===== src/rtl/icap_pkg.sv =====
package icap_pkg;

    localparam int CNT_W       = 16;
    localparam int N_CH        = 2;
    localparam int SYNC_STAGES = 2;
    localparam int PRE_W       = 3;
    localparam logic [CNT_W-1:0] CNT_RST = 16'hFFFC;

    typedef logic [CNT_W-1:0] cnt_t;

    typedef enum logic [2:0] {
        A_CTRL    = 3'd0,
        A_STAT    = 3'd1,
        A_CAP1_HI = 3'd2,
        A_CAP1_LO = 3'd3,
        A_CAP2_HI = 3'd4,
        A_CAP2_LO = 3'd5
    } reg_addr_e;

    typedef struct packed {
        logic [2:0]      rsvd;
        logic            ien;
        logic [1:0]      clk_sel;
        logic [N_CH-1:0] edge_rise;
    } ctrl_t;

    typedef struct packed {
        logic rd_hi;
        logic rd_lo;
        logic acc_lo;
        logic stat_rd;
    } ch_bus_t;

    function automatic logic [PRE_W:0] div_of(input logic [1:0] sel);
        case (sel)
            2'b00:   return 4'd4;
            2'b01:   return 4'd2;
            default: return 4'd8;
        endcase
    endfunction

    function automatic logic [2:0] hi_addr(input int ch);
        return (ch == 0) ? A_CAP1_HI : A_CAP2_HI;
    endfunction

    function automatic logic [2:0] lo_addr(input int ch);
        return (ch == 0) ? A_CAP1_LO : A_CAP2_LO;
    endfunction

endpackage


===== src/rtl/icap_counter.sv =====
module icap_counter
    import icap_pkg::*;
(
    input  logic       clk,
    input  logic       rst,
    input  logic [1:0] clk_sel,
    output cnt_t       cnt
);

    logic [PRE_W-1:0] pre;
    logic [PRE_W:0]   lim;
    logic             wrap;

    assign lim  = div_of(clk_sel) - 4'd1;
    assign wrap = ({1'b0, pre} >= lim);

    always_ff @(posedge clk) begin
        if (rst) begin
            pre <= '0;
            cnt <= CNT_RST;
        end else if (wrap) begin
            pre <= '0;
            cnt <= cnt + 1'b1;
        end else begin
            pre <= pre + 1'b1;
        end
    end

endmodule


===== src/rtl/icap_channel.sv =====
module icap_channel
    import icap_pkg::*;
#(
    parameter int SYNC = SYNC_STAGES
) (
    input  logic    clk,
    input  logic    rst,
    input  logic    pin,
    input  logic    edge_rise,
    input  logic    enable,
    input  cnt_t    cnt,
    input  ch_bus_t bus,
    output cnt_t    cap,
    output logic    flag,
    output logic    lock,
    output logic    stb
);

    logic [SYNC:0] sh;
    logic          cur, prev, hit, arm;

    assign cur  = sh[SYNC-1];
    assign prev = sh[SYNC];
    assign hit  = enable && (edge_rise ? (cur && !prev) : (!cur && prev));
    // the high-byte read cycle is blocked too, so the low byte stays paired
    assign stb  = hit && !lock && !bus.rd_hi;

    always_ff @(posedge clk) begin
        if (rst) sh <= '0;
        else     sh <= {sh[SYNC-1:0], pin};
    end

    always_ff @(posedge clk) begin
        if (rst) begin
            cap  <= '0;
            flag <= 1'b0;
            lock <= 1'b0;
            arm  <= 1'b0;
        end else begin
            if (stb) cap <= cnt;

            if (bus.rd_lo)      lock <= 1'b0;
            else if (bus.rd_hi) lock <= 1'b1;

            if (bus.acc_lo)                 arm <= 1'b0;
            else if (bus.stat_rd && flag)   arm <= 1'b1;

            if (stb)                        flag <= 1'b1;
            else if (bus.acc_lo && arm)     flag <= 1'b0;
        end
    end

endmodule


===== src/rtl/icap_dual.sv =====
module icap_dual
    import icap_pkg::*;
(
    input  logic       clk,
    input  logic       rst,
    input  logic       pin_a,
    input  logic       pin_b,
    input  logic       pulse_mode,
    input  logic       irq_mask,
    input  logic [2:0] addr,
    input  logic       rd_en,
    input  logic       wr_en,
    input  logic [7:0] wdata,
    output logic [7:0] rdata,
    output logic       irq
);

    ctrl_t           ctrl_q;
    cnt_t            cnt;
    cnt_t            cap [N_CH];
    logic [N_CH-1:0] pins, en, flag, lock, stb;
    ch_bus_t         bus [N_CH];

    assign pins = {pin_b, pin_a};
    assign en   = {1'b1, !pulse_mode};

    always_ff @(posedge clk) begin
        if (rst)                           ctrl_q <= '0;
        else if (wr_en && addr == A_CTRL)  ctrl_q <= ctrl_t'({3'b000, wdata[4:0]});
    end

    icap_counter i_counter (
        .clk     (clk),
        .rst     (rst),
        .clk_sel (ctrl_q.clk_sel),
        .cnt     (cnt)
    );

    for (genvar gi = 0; gi < N_CH; gi++) begin : g_ch
        assign bus[gi].rd_hi   = rd_en && (addr == hi_addr(gi));
        assign bus[gi].rd_lo   = rd_en && (addr == lo_addr(gi));
        assign bus[gi].acc_lo  = (rd_en || wr_en) && (addr == lo_addr(gi));
        assign bus[gi].stat_rd = rd_en && (addr == A_STAT);

        icap_channel i_ch (
            .clk       (clk),
            .rst       (rst),
            .pin       (pins[gi]),
            .edge_rise (ctrl_q.edge_rise[gi]),
            .enable    (en[gi]),
            .cnt       (cnt),
            .bus       (bus[gi]),
            .cap       (cap[gi]),
            .flag      (flag[gi]),
            .lock      (lock[gi]),
            .stb       (stb[gi])
        );
    end

    always_comb begin
        rdata = '0;
        case (addr)
            A_CTRL:    rdata = ctrl_q;
            A_STAT:    rdata[N_CH-1:0] = flag;
            A_CAP1_HI: rdata = cap[0][15:8];
            A_CAP1_LO: rdata = cap[0][7:0];
            A_CAP2_HI: rdata = cap[1][15:8];
            A_CAP2_LO: rdata = cap[1][7:0];
            default:   rdata = '0;
        endcase
    end

    assign irq = (|flag) && ctrl_q.ien && !irq_mask;

endmodule


===== config.mk =====
export PLATFORM = sky130hd
export DESIGN_NAME = icap_dual
export DESIGN_NICKNAME = d
export VERILOG_FILES = /design/src/rtl/icap_pkg.sv /design/src/rtl/icap_counter.sv /design/src/rtl/icap_channel.sv /design/src/rtl/icap_dual.sv
export SDC_FILE = /design/constraint.sdc
export NUM_CORES = 1
export LEC_CHECK = 0
export BUFFER_PORTS_ARGS = -buffer_cell sky130_fd_sc_hd__buf_4
export CAP_MARGIN = 20
export CORE_MARGIN = 3
export CORE_UTILIZATION = 44
export DETAILED_ROUTE_END_ITERATION = 10
export PLACE_DENSITY_LB_ADDON = 0.25
export SYNTH_ARGS = -nofsm -noshare
export SYNTH_HDL_FRONTEND = slang
export SYNTH_SLANG_ARGS = --single-unit

===== constraint.sdc =====
create_clock -name clk -period 5.3 [get_ports clk]
set_input_delay 0.795 -clock clk [delete_from_list [all_inputs] [get_ports clk]]
set_output_delay 0.795 -clock clk [all_outputs]
set_load 0.02 [all_outputs]

# Yosys cells after proc, flatten, opt, wreduce, memory -nomap -nowiden
# Index checks and enable logic that the tools add are counted.
[totals] in_bits=19 register_bits=68 out_inout_bits=9 wordCells=78
[op_classes] n_reduce_logical=44 add_sub_neg=3 mux=9 eq_ne=6 order_cmp=1
[op_table] op="6-bit case mux with 5 select lines" count=1
[op_table] op="1-bit logical AND" count=23
[op_table] op="16-bit by 1-bit adder with 16-bit output, second input constant" count=1
[op_table] op="2-bit case mux with 6 select lines" count=1
[op_table] op="2-bit OR reduction" count=6
[op_table] op="1-bit zero test" count=10
[op_table] op="4-bit case mux with 2 select lines" count=1
[op_table] op="3-bit by 2-bit equality test with 1-bit output, second input constant" count=2
[op_table] op="3-bit equality test, second input constant" count=2
[op_table] op="1-bit 2-to-1 mux" count=6
[op_table] op="3-bit by 4-bit >= comparator with 1-bit output" count=1
[op_table] op="2-bit nonzero test" count=2
[op_table] op="4-bit by 1-bit subtractor with 4-bit output, second input constant" count=1
[op_table] op="3-bit by 1-bit adder with 3-bit output, second input constant" count=1
[op_table] op="3-bit by 1-bit equality test with 1-bit output, second input constant" count=1
[op_table] op="3-bit zero test" count=1
[op_table] op="2-bit by 1-bit equality test with 1-bit output, second input constant" count=1
[op_table] op="2-bit zero test" count=1
[op_table] op="1-bit logical OR" count=1

# Longest topological paths before layout
# Gate-level depths: netlist of the first run.
[depth] depth_word=7 mapped_depth=7 depth_no_buf=6

# By module
# A second synthesis of the first run with hierarchy kept.
[unflattened] hier_cells=354 area_unflattened_um2=3510.9
[modules_own_cells] mod="icap_channel" cells_per_inst=88 area_per_inst_um2=970.9 n_inst=2
[modules_own_cells] mod="icap_counter" cells_per_inst=105 area_per_inst_um2=962.2 n_inst=1
[modules_own_cells] mod="icap_dual" cells_per_inst=73 area_per_inst_um2=606.8 n_inst=1

# Worst setup path after synthesis of the first run
# OpenSTA, ideal clock, no wires.
[synth_path] kind="input to output" start="input addr[2]" end="output rdata[3]" path_stages=5 t_required_ns=4.505 arrival_ns=1.848 slack_ns=2.657 n_path_buf=2 cell_sequence="buf_2 > buf_1 > and3_1 > a21oi_1 > o221ai_1"
[synth_between] elab_chain_cells=2 word_cells_on_any_way=6 cone_classes="eq/ne (4); mux (1); reduce/logical (1)"
[synth_rtl] item="start: declaration" line_no="icap_dual.sv:10" text="input logic [2:0] addr,"
[synth_rtl] item="3-bit equality test, or another cell as far along" line_no="icap_dual.sv:62" text="case (addr)"
[synth_rtl] item="6-bit case mux with 5 select lines (*)" line_no="icap_dual.sv:62"
[synth_rtl] item="end: declaration" line_no="icap_dual.sv:14" text="output logic [7:0] rdata,"
# Every way passes the cells marked *; elsewhere a longest branch is shown, timed or not.

# Worst setup path after layout of the first run
[layout_path] start="input addr[0]" end="output rdata[2]"
# Same word-level chain as after synthesis.

==> impl_metrics.yaml, run 1 <==
critical_path:
  crit_top_cell: "buf_4"
  reg2reg_to: "i_counter.cnt[15]"
  required_ns: 4.51
  critPathTopFamily: "buffers and inverters"
  worstSetupPathType: "input port to output port"
  critPathArrivalTime_ns: 1.97
  start_kind: "input port"
  path_depth: 5
  r2r_start: "ctrl_q[2]"
  path_cells: "buf_4 -> nor2_1 -> a22oi_1 -> o221ai_1 -> buf_4"
  cpPeakStageDelay_ns: 0.35
  startpoint: "addr[0]"
  cp_max_fo: 22
  r2r_cells: 6
  endpoint_kind: "output port"
  slowest_stage: "nor2_1"
  worst-path-buf-inv: 2
  worstSetupEndpoint: "rdata[2]"
  rrSetupSlack_ns: 3.31
drt:
  drt_first_iter_violations: 90
  drt_pass1_iterations: 4
  vias: 2402
  vias_per_cell: 5.30
  wl_per_cell_um: 14.7
  drt_wl_total_um: 6660
  final_antenna_net_count: 0
  drcViolationCount: 0
global_routing:
  grt_start_max_net_pins: 30
  grt_pass1_vias: 2274
  grt_overflow: 0
  grt_usage: 0.171
  grt_pass1_wl_um: 11000
  antenna_found_initial: 0
timing:
  worst-slew-pin-transition_ns: 0.980
  report.final.setup_viol: 0
  hold_viol_final: 0
  finalWorstSetupSlack_ns: 2.53
  fin_crit_ns: 2.77
  slew_headroom: 0.344
  finClkSkew_ns: 0.0105
  drv_slew: 0
  period_share: 0.522
  max_freq_mhz: 361
  rsz0062_at_grt: "false"
  setup_tns_ns: 0
run_status:
  status: "finished clean"
floorplan:
  die_h_um: 90.4
  die_area_mm2: 0.00818
  rows: 30
  core_area_mm2: 0.00687
  start_util: 0.457
  die_x_um: 90.4
  ios: 28
placement:
  dp_cells: 436
  gp_congestion: 0.747
  pre_cts_ws_ns: 2.54
  io_buffers: 24
  dp_hpwl_um: 4590
synth:
  synth_cell_type_count: 47
  synth_area_leaders: "dfxtp_1, mux2i_1, nand2_1"
  ys_ff_latch: 68
  yosys.area.top_type: "dfxtp_1"
  netlist_instances: 333
  yosysTopAreaCellShare: 0.434
  synthArstFlopShare: 0
  syn_area_mm2: 0.00314
  ys.flop_type: "dfxtp_1"
  synth_edf_count: 0
  syn_nets: 356
  post_synth.cell_area_avg_um2: 9.42
  yosysSeqAreaShare: 0.434
  synth_warnings: 0
cts:
  cts_setup_buffers: 0
  clock_tree.root_cell: "clkbuf_8"
  htree_levels: 3
  cts.clk_slew.worst_paths_ns: 0.07
  cts.repair.resized: 0
  clock_latency_ns: 0.34
  clock-sinks: 68
  holdBufCountCts: 0
  cts_buffers: 9
  cts_tree: "yes"
  cts_max_path_buffers: 2
final_layout:
  multi_input_area_mm2: 0.00164
  final_layout_size_suffix_gt1_frac: 0.171
  area_delta_synth_final_pct: 14.9
  fin_nets: 375
  diodes: 0
  instances_no_fill: 453
  fillers: 654
  regArea_mm2: 0.00136
worst_hold_path:
  hold_path_class: "flop to flop"
power_and_ir_drop:
  p_leak_nw: 1.48
  p_per_area_mw_per_mm2: 336
  vdd_drop_max_v: 0.000152
job:
  max_cap_violations: 0
## layer usage
layer	GRT usage	vias up	part of all wire
li1	-	1196	-
met2	0.261	40	0.46
met1	0.224	1157	0.49
met5	0	-	0
met3	0.0500	9	0.039
met4	0.0740	0	0.017
## worst min path at each step
stage,start,end,slack [ns],cells past startpoint
3_3_place_gp,g_ch[0].i_ch.sh[0],g_ch[0].i_ch.sh[1],0.43,1
4_1_cts,g_ch[0].i_ch.sh[0],g_ch[0].i_ch.sh[1],0.44,1
5_1_grt,g_ch[0].i_ch.sh[0],g_ch[0].i_ch.sh[1],0.47,1
6_report,g_ch[0].i_ch.sh[0],g_ch[0].i_ch.sh[1],0.44,1
2_1_floorplan,g_ch[0].i_ch.sh[0],g_ch[0].i_ch.sh[1],0.41,1
3_5_place_dp,g_ch[0].i_ch.sh[0],g_ch[0].i_ch.sh[1],0.42,1
## logic make-up after synthesis
logic type	Yosys count	synth area share
buf+inv	23	0.0427
compound gates	40	0.0850
mux	53	0.174
flops	68	0.434
xor+xnor	7	0.0195
fa+ha+maj	4	0.0160
simple gates	138	0.229
## Yosys cell counts (all sizes together) (5+ instances only)
library cell,instances
nor2,20
o21ai,5
a22oi,6
inv,5
a21oi,11
clkbuf,9
mux2i,46
nor3,5
buf,9
mux2,7
dfxtp,68
nor2b,10
nand3,13
xnor2,7
nand2,60
or2,6
## state kept, by name, summed over array words and instances (netlist names)
name / flops
g_ch.i_ch.cap: 32
ctrl_q: 5
g_ch.i_ch.flag: 2
g_ch.i_ch.lock: 2
i_counter.pre: 3
g_ch.i_ch.sh: 6
i_counter.cnt: 16
g_ch.i_ch.arm: 2
## cell type report
| class | count | area share |
|---|---|---|
| tap | 96 | 0.0333 |
| timing repair buffer | 26 | 0.0552 |
| sequential | 68 | 0.378 |
| inverter | 5 | 0.00521 |
| clock inverter | 6 | 0.0378 |
| multi-input combinational | 242 | 0.455 |
| clock buffer | 10 | 0.0354 |
## power by group
part / switching, mW / leakage, nW / internal, mW
logic: 0.0615 / 0.797 / 0.0432
registers: 0.0138 / 0.552 / 0.529
clock network: 0.202 / 0.127 / 0.361
## per-stage QoR
step | power (mW) | util | hold slack (ns) | area (µm²)
floorplan | 0.629 | - | 0.414 | 3140
global placement | 0.657 | 0.485 | 0.427 | 3330
detailed placement | 0.660 | 0.485 | 0.423 | 3330
CTS | 1.22 | 0.523 | 0.441 | 3590
global route | 1.25 | 0.525 | 0.471 | 3600
finish | 1.21 | 0.525 | 0.437 | 3600
## cells in the final DEF (no fill, tap or decap), types with 2 or more instances in the layout
master	Yosys	routed
a31oi_1	2	2
mux2_1	4	4
nor3b_1	3	3
nand4_2	2	2
o221ai_1	4	4
bufinv_16	0	4
or3_1	2	2
buf_4	1	25
o22ai_1	4	4
xnor2_1	7	7
and3_1	4	4
nor2_2	2	2
or2_2	6	6
nand2_1	60	60
ha_1	4	4
and3b_1	2	2
nor3_1	4	4
nor2b_1	10	10
dfxtp_1	68	68
a21oi_1	11	11
nand3b_1	2	2
a21o_1	2	2
clkbuf_8	1	9
a22oi_1	6	6
nor2_1	18	18
nand3_1	12	12
nand2b_1	2	2
o211ai_1	3	3
and4_1	2	2
mux2i_1	46	46
inv_1	5	5
mux2_4	2	2
o21ai_0	5	5
(Power assumes the default switching activity.)
==> run 2, diff against run 1 <==
Clock period 5.3 ns to 2.9 ns, I/O delays scaled along.
==> run 2 against run 1 <==
Wire length down 2.7%; first-iteration DRC count up 10%; via count down 2.4%; non-clock buffer count up 2; highest routed layer unchanged; worst setup slack worse by 1.7 ns; combinational power up 81%; global-route usage down 0.52 points; register-to-register slack worse by 2.4 ns; sequential power up 83%.
==> impl_metrics.yaml, run 2 (same netlist as run 1, synthesis figures left out) <==
floorplan:
  start_util: 0.457
  die_area_mm2: 0.00818
  rows: 30
  die_x_um: 90.4
  ios: 28
  die_h_um: 90.4
  core_area_mm2: 0.00687
critical_path:
  cp_max_fo: 22
  endpoint_kind: "output port"
  reg2reg_to: "i_counter.cnt[13]"
  worstSetupPathType: "input port to output port"
  r2r_cells: 6
  start_kind: "input port"
  rrSetupSlack_ns: 0.90
  required_ns: 2.47
  critPathArrivalTime_ns: 1.59
  r2r_start: "ctrl_q[2]"
cts:
  clock-sinks: 68
  cts_tree: "yes"
  cts_max_path_buffers: 2
  cts_setup_buffers: 0
  clock_latency_ns: 0.34
  clock_tree.root_cell: "clkbuf_8"
  cts_buffers: 9
  htree_levels: 3
  cts.repair.resized: 0
  holdBufCountCts: 0
  cts.clk_slew.worst_paths_ns: 0.07
drt:
  final_antenna_net_count: 0
  wl_per_cell_um: 14.2
  drt_first_iter_violations: 99
  drcViolationCount: 0
  drt_wl_total_um: 6480
  vias_per_cell: 5.15
  vias: 2345
  drt_pass1_iterations: 4
placement:
  pre_cts_ws_ns: 0.890
  dp_hpwl_um: 4550
  io_buffers: 24
  gp_congestion: 0.797
final_layout:
  largest_reg_flops: 32
  final_cell_mix: "dfxtp_1, nand2_1, mux2i_1"
  reg_top3: "g_ch.i_ch.cap: 32 flops, i_counter.cnt: 16 flops, g_ch.i_ch.sh: 6 flops"
  final_layout_size_suffix_gt1_frac: 0.175
  area_delta_synth_final_pct: 14.8
  fin_nets: 377
  diodes: 0
  layout_commonest_cell: "dfxtp_1"
  regMostFlops: "g_ch.i_ch.cap"
global_routing:
  grt_start_max_net_pins: 29
  grt_pass1_vias: 2232
  antenna_found_initial: 0
  grt_overflow: 0
  grt_usage: 0.166
  grt_pass1_wl_um: 10800
worst_hold_path:
  hold_path_class: "input port to flop"
  holdPathEnd: "g_ch[0].i_ch.sh[0]"
  worst_hold_startpoint: "pin_a"
  min_path_cells: 2
timing:
  worst-slew-pin-transition_ns: 0.688
  slew_headroom: 0.541
  report.final.setup_viol: 0
  setup_tns_ns: 0
  finalWorstSetupSlack_ns: 0.873
  rsz0062_at_grt: "false"
  hold_viol_final: 0
  fin_crit_ns: 2.03
  max_freq_mhz: 493
  finClkSkew_ns: 0.00858
  drv_slew: 0
  period_share: 0.699
job:
  max_cap_violations: 0
power_and_ir_drop:
  p_leak_nw: 1.48
  p_per_area_mw_per_mm2: 598
  vdd_drop_max_v: 0.000193
run_status:
  status: "finished clean"
run 2: where the power goes:
group,internal (mW),switching [mW]
logic,0.0791,0.111
registers,0.967,0.0258
clock network,0.617,0.353
run 2: final cells by class:
cell class | instances | area [µm²]
timing repair buffer | 28 | 210
tap | 96 | 120
multi-input combinational | 242 | 1640
clock inverter | 4 | 95.1
inverter | 5 | 18.8
sequential | 68 | 1360
clock buffer | 12 | 155
fill | 641 | 3270
run 2: routing by layer:
metal  vias up  part of all wire  wire length, µm  track usage
met5         -                 0                0            0
met4         0             0.012               78       0.0651
met3         6             0.043              279       0.0392
met2        38              0.47             3040        0.260
met1      1102              0.48             3080        0.220
li1       1199                 -                -            -
run 2: worst max path at each step:
stage / start / to / cells after the start
6_report: addr[0] / rdata[0] / 5
5_1_grt: ctrl_q[2] / i_counter.cnt[11] / 6
4_1_cts: ctrl_q[2] / i_counter.cnt[13] / 6
3_5_place_dp: addr[0] / rdata[0] / 5
3_3_place_gp: addr[0] / rdata[0] / 5
2_1_floorplan: addr[2] / rdata[3] / 5
run 2: stage by stage:
stage          std cells  power [mW]  cell area [µm²]  hold slack (ns)   util
3_3_place_gp         439        1.20             3350            0.427  0.488
6_report             455        2.15             3600            0.296  0.524
5_1_grt              455        2.24             3600            0.306  0.524
4_1_cts              455        2.17             3600            0.294  0.524
2_1_floorplan        333        1.15             3140            0.414      -
3_5_place_dp         439        1.21             3350            0.429  0.488
run 2: worst max-delay path: stages:
cell and delay [ns]:
buf_4 0.29, mux2_2 0.38, a22oi_1 0.21, o22ai_1 0.11
buf_4 0.16
